==> src/rtl/nwr_inserter.sv <==
module nwr_inserter #(
  parameter int ADDR_W = 10,
  parameter int DATA_W = 16
) (
  input  logic              clk,
  input  logic              rst_n,
  input  logic              test_mode,
  input  logic              in_valid,
  output logic              in_ready,
  input  logic              in_write,
  input  logic [ADDR_W-1:0] in_addr,
  input  logic [DATA_W-1:0] in_data,
  output logic              mem_en,
  output logic              mem_we,
  output logic [ADDR_W-1:0] mem_addr,
  output logic [DATA_W-1:0] mem_data,
  output logic              mem_pc_off
);

  logic              pend;
  logic [ADDR_W-1:0] hold_addr;
  logic [DATA_W-1:0] hold_data;
  logic              take;

  assign take     = in_valid && in_ready;
  assign in_ready = !pend;

  always_ff @(posedge clk) begin
    if (!rst_n) begin
      pend       <= 1'b0;
      mem_en     <= 1'b0;
      mem_we     <= 1'b0;
      mem_pc_off <= 1'b0;
      mem_addr   <= '0;
      mem_data   <= '0;
      hold_addr  <= '0;
      hold_data  <= '0;
    end else if (pend) begin
      pend       <= 1'b0;
      mem_en     <= 1'b1;
      mem_we     <= 1'b1;
      mem_pc_off <= 1'b0;
      mem_addr   <= hold_addr;
      mem_data   <= hold_data;
    end else if (take) begin
      mem_en    <= 1'b1;
      mem_we    <= in_write;
      mem_addr  <= in_addr;
      hold_addr <= in_addr;
      hold_data <= in_data;
      if (in_write && test_mode) begin
        pend       <= 1'b1;
        mem_pc_off <= 1'b1;
        mem_data   <= ~in_data;
      end else begin
        mem_pc_off <= 1'b0;
        mem_data   <= in_data;
      end
    end else begin
      mem_en     <= 1'b0;
      mem_we     <= 1'b0;
      mem_pc_off <= 1'b0;
    end
  end

  p_nw_issue_r1: assert property (@(posedge clk) disable iff (!rst_n)
    take && in_write && test_mode |=> mem_en && mem_we && mem_pc_off &&
      mem_addr == $past(in_addr) && mem_data == ~$past(in_data));

  p_real_follow_r1: assert property (@(posedge clk) disable iff (!rst_n)
    mem_pc_off |=> mem_en && mem_we && !mem_pc_off &&
      mem_addr == $past(mem_addr) && mem_data == ~$past(mem_data));

  p_pc_off_write_r2: assert property (@(posedge clk) disable iff (!rst_n)
    mem_pc_off |-> mem_en && mem_we);

  p_read_pass_r3: assert property (@(posedge clk) disable iff (!rst_n)
    take && !in_write |=> mem_en && !mem_we && !mem_pc_off &&
      mem_addr == $past(in_addr));

  p_plain_write_r4: assert property (@(posedge clk) disable iff (!rst_n)
    take && in_write && !test_mode |=> mem_en && mem_we && !mem_pc_off &&
      mem_data == $past(in_data));

  p_stall_r5: assert property (@(posedge clk) disable iff (!rst_n)
    mem_pc_off |-> !in_ready);

  p_ready_back_r5: assert property (@(posedge clk) disable iff (!rst_n)
    !in_ready |=> in_ready);

  p_idle_r7: assert property (@(posedge clk) disable iff (!rst_n)
    !take && in_ready |=> !mem_en && !mem_we && !mem_pc_off);

endmodule

==> config.mk <==
export PLATFORM = sky130hd
export DESIGN_NAME = nwr_inserter
export DESIGN_NICKNAME = d
export VERILOG_FILES = /design/src/rtl/nwr_inserter.sv
export SDC_FILE = /design/constraint.sdc
export NUM_CORES = 1
export LEC_CHECK = 0
export CORE_UTILIZATION = 48
export DETAILED_ROUTE_END_ITERATION = 12
export GPL_ROUTABILITY_DRIVEN = 1
export PLACE_DENSITY_LB_ADDON = 0.08
export SYNTH_ARGS = -nofsm -noshare
export SYNTH_HDL_FRONTEND = slang
export SYNTH_SLANG_ARGS = --single-unit
export TNS_END_PERCENT = 20
==> constraint.sdc <==
create_clock -name clk -period 1.6 [get_ports clk]
set_input_delay 0.16 -clock clk [delete_from_list [all_inputs] [get_ports clk]]
set_output_delay 0.16 -clock clk [all_outputs]
set_load 0.05 [all_outputs]
# ---- Word level (Yosys, flattened, before mapping)
# Cells that the tools add are included.
dict set report classes {
  n_reduce_logical 6
  n_mux 10
  n_bitwise 4
}
# cell n
set op_table {}
lappend op_table {{16-bit 2-to-1 mux} 3}
lappend op_table {{10-bit 2-to-1 mux} 2}
lappend op_table {{16-bit NOT} 1}
lappend op_table {{1-bit 2-to-1 mux} 5}
lappend op_table {{1-bit NOT} 3}
lappend op_table {{3-bit OR reduction} 1}
lappend op_table {{1-bit logical AND} 2}
lappend op_table {{2-bit AND reduction} 1}
lappend op_table {{2-bit nonzero test} 1}
lappend op_table {{1-bit zero test} 1}
dict set report word_totals {
  ff_bits 55
  input_bits 31
}

# ---- Logic depth before layout (Yosys ltp)
dict set report logic_depth {
  word_depth 4
  depth_mapped 6
}

# ---- Least setup slack after synthesis
# No wires, ideal clock.
dict set report synth_timing {
  path_type {reg-to-reg}
  from {register pend}
  to {register mem_data[0]}
  path_stages_with_launch 7
  path_slack_ns -0.162
  t_arrival_ns 1.640
  setup_ns 0.122
  path_buffers 3
  path_cell_list {dfxtp_1 > nor2b_1 > buf_6 > and2_4 > buf_6 > buf_6 > a221o_1}
}
dict set report synth_via {
  elab_chain_len 3
}
# element line_no
set synth_rtl {}
lappend synth_rtl {{start: declaration} 20} ;# logic pend;
lappend synth_rtl {{start signal: assignment} 30} ;# pend <= 1'b0;
lappend synth_rtl {{start signal: assignment} 39} ;# pend <= 1'b0;
lappend synth_rtl {{start signal: assignment} 52} ;# pend <= 1'b1;
lappend synth_rtl {{1-bit zero test} 26} ;# assign in_ready = !pend;
lappend synth_rtl {{1-bit logical AND} 25} ;# assign take = in_valid && in_ready;
lappend synth_rtl {{2-bit nonzero test (no line)} --}
lappend synth_rtl {{end signal: assignment} 44} ;# mem_data <= hold_data;
lappend synth_rtl {{end signal: assignment} 54} ;# mem_data <= ~in_data;
lappend synth_rtl {{end signal: assignment} 57} ;# mem_data <= in_data;
lappend synth_rtl {{end: declaration} 16} ;# output logic [DATA_W-1:0] mem_data,
# Parallel ways exist; a longest one is shown, timed or not.
# A chain may end at the register's enable or synchronous reset.

# ---- Final worst setup path
dict set report layout_timing {
  from {register pend}
  to {output in_ready}
}
dict set report layout_via {
  elab_chain_len 1
}
# element line_no
set layout_rtl {}
lappend layout_rtl {{1-bit zero test} 26}
lappend layout_rtl {{end: declaration} 9} ;# output logic in_ready,
# No other way between the ends.

==> run_results.csv <==
group,metric,value,unit
synthesis,syn-cell-area,2330,um2
worst_hold_path,min-delay-path-class,"input pin to flop",
sta,hold_viol,0,
synthesis,async_flop_share,0,%
synthesis,synth_most_common_cell,"sky130_fd_sc_hd__nand2_1",
worst_setup_path,r2r_start,"pend$_SDFF_PP0_",
synthesis,synth.distinct_cells,18,
clock_network,root_buffer,"sky130_fd_sc_hd__clkbuf_8",
sta,max_slew.worst_pin.slew,0.639,ns
synthesis,seq_area_frac_synth,47.2,%
global_route,grt_max_degree,27,
synthesis,yosysWarnings,0,
floorplan,fp.dieArea,5140,um2
global_route,via_count_of_the_first_global_routing_pass,1729,
clock_network,clk_latency,0.30,ns
global_route,grt_pass1_wl,8030,um
power,switchingPower,0.859,mW
synthesis,synthesis.area_per_instance,9.59,um2
clock_network,clk_transition_reported_paths,0.10,ns
sta,final-setup-viol-count,0,
worst_setup_path,critPathCaptureType,"output pin",
synthesis,dominantRegCellSynth,"sky130_fd_sc_hd__dfxtp_1",
floorplan,die_h,71.7,um
synthesis,synth_top_area_share,47.2,%
finish,final_area,3080,um2
drt,first_iter_violations,76,
drt,drt.antenna.violating_nets,0,
clock_network,clk_path_buf_depth,2,
clock_network,cts.sink_count,55,
worst_setup_path,cp_data_required_time,1.44,ns
power,power.share.combinational,21.1,%
worst_setup_path,timing.critical_path.fanout_max,11,
drt,detailed_route_vias_per_instance,5.33,
finish,share_of_cells_above_drive_strength_1,16.6,%
synthesis,yosysTopAreaCell,"sky130_fd_sc_hd__dfxtp_1",
finish,antenna_cells,0,
power,internal_power,2.25,mW
floorplan,floorplan.rows,24,
finish,final.fill_count,384,
synthesis,synth_fp_nets,274,
sta,min_period,1.51,ns
sta,setup_repair_after_global_routing_missed_its_margin,"no",
drt,drt_wirelength,5090,um
synthesis,number_of_flops_mapped_to_enable_cells_by_yosys,0,
finish,area_delta_synth_final,32.0,%
synthesis,ys_top_cells_by_area,"sky130_fd_sc_hd__dfxtp_1 47%, sky130_fd_sc_hd__nand2_1 10%, sky130_fd_sc_hd__a21boi_0 8.4%",
power,power.leakage,1.39,nW
sta,holdWs,0.442,ns
sta,post-route-period-util,94.7,%
job,maxCapViolations,0,
global_route,grt_antenna_before_repair,0,
power,power_density,1010,nW/um2
clock_network,tritoncts.num_buffers,5,
drt,detail_route.first_pass.iterations,4,
drt,detailroute.via_count,1883,
power,power_frac_clock,30.5,%
placed_design,place.detailed.hpwl,3290,um
floorplan,die_w,71.7,um
placed_design,final_gp_congestion,0.691,
placed_design,post_dp_cell_area,2940,um2
clock_network,tritoncts,"built",
global_route,globalRouteTotalUtil,20.0,%
sta,maximum_operating_frequency,660,MHz
synthesis,synth_top_cells_by_count,"62 x sky130_fd_sc_hd__nand2_1, 55 x sky130_fd_sc_hd__dfxtp_1, 26 x sky130_fd_sc_hd__a21boi_0",
power,p_sw_share,27.6,%
synthesis,syn_inst,243,
sta,slew_viol_final,0,
placed_design,place_inst,344,
floorplan,io-pin-count,61,
finish,layout_cells_excl_fill,353,
finish,finalNetCount,331,
synthesis,total_of_flip_flops_plus_latches_after_synthesis,55,
worst_setup_path,critPathLaunchType,"flop",
worst_setup_path,path_class,"flop to output pin",
floorplan,design.core.area,4500,um2
worst_setup_path,crit_path_start,"pend$_SDFF_PP0_",
worst_setup_path,data_arrival_time_at_the_worst_slack_endpoint,1.35,ns
drt,drc_violation_count_after_routing,0,
power,worst_ir_drop_vdd,0.653,mV
clock_network,htreeDepth,2,
placed_design,portBuffers,60,
status,run_status,"complete, no violations",
drt,wire_per_inst,14.4,um
sta,skew,0.00571,ns
floorplan,initial_utilization,51.8,%
power,power_frac_seq,48.5,%
sta,slew-limit-headroom,57.4,%
worst_hold_path,hold_path_startpoint,"in_addr[0]",
global_route,overflow_after_grt,0,
sequential cells by signal, summed over array words and instances, names as in the netlist:
| name | flops |
|---|---|
| mem_en | 1 |
| hold_addr | 10 |
| mem_we | 1 |
| hold_data | 16 |
| pend | 1 |
| mem_addr | 10 |
| mem_data | 16 |
cells in the final DEF, fill, tap and decap left out, drive strengths merged:
cell,count
xnor2,16
dfxtp,55
o211a,10
nor3b,16
a21boi,26
dlymetal6s2s,4
buf,36
nand2b,2
and2,2
clkinvlp,2
clkbuf,6
bufinv,1
o21a,2
mux2i,10
dlygate4sd2,1
a221o,16
clkinv,1
nand2,63
nor2b,2
clkdlybuf4s50,30
worst max-delay path, cell delays in order, from the launching register on:
cell	delay [ns]
sky130_fd_sc_hd__dfxtp_2	0.50
sky130_fd_sc_hd__clkinvlp_4	0.31
sky130_fd_sc_hd__buf_12	0.23
per-layer routing:
layer	global-route usage (%)	routed length, um
met1	24.1	2310
met2	34.6	2490
met4	5.66	36
met5	0	0
met3	6.19	253
stage by stage:
stage	TNS [ns]	setup slack (ns)	util (%)	power, mW
after floorplan	0	0.0494	-	1.95
after global placement	-0.288	-0.0221	65.3	2.19
after detailed placement	-0.485	-0.0477	65.3	2.19
after CTS	0	0.00279	67.9	3.13
after global routing	0	0.0244	68.3	3.25
final	0	0.0851	68.3	3.11
power groups by stage:
stage               Combinational (mW)  Clock (mW)  Sequential, mW
floorplan                        0.242           0            1.71
global placement                 0.651           0            1.53
detailed placement               0.658           0            1.54
CTS                              0.660       0.968            1.51
global route                     0.694        1.03            1.52
finish                           0.655       0.947            1.51
final cells by class:
type / count / area (um2) / share of cell area [%]
well taps: 52 / 65.1 / 2.11
inverters: 1 / 7.51 / 0.244
repair inverters: 1 / 5.00 / 0.163
repair buffers: 71 / 667 / 21.7
clock inverters: 2 / 35.0 / 1.14
clock buffers: 6 / 82.6 / 2.68
multi-input cells: 165 / 1110 / 36.2
flip-flops and latches: 55 / 1100 / 35.8
cell families (layout without fill, tap and decap cells):
family                 Yosys count  in the layout  share of synthesized area, %
buffers and inverters           23             81                          5.15
multiplexers                    10             10                          4.29
flip-flops                      55             55                          47.2
AO/OA/AOI/OAI                   54             54                          20.2
XOR/XNOR                        16             16                          6.01
AND/OR/NAND/NOR                 85             85                          17.1
timing repair:
action / in CTS / in global routing
pin swaps: 0 / 0
hold buffers: 0 / 0
resized for setup: 1 / 5
cloned: 0 / 1
setup endpoints to repair: 1 / 5
setup buffers: 0 / 0
final timing paths:
kind	endpoint	slack, ns	depth (start not counted)
setup / recovery	in_ready	0.09	2
hold / removal	hold_addr[0]$_SDFFE_PN0P_	0.44	3
setup reg to reg	mem_data[3]$_SDFFE_PN0P_	0.17	2
hold reg to reg	hold_data[7]$_SDFFE_PN0P_	0.47	2
Power figures use the tool's default switching activity.
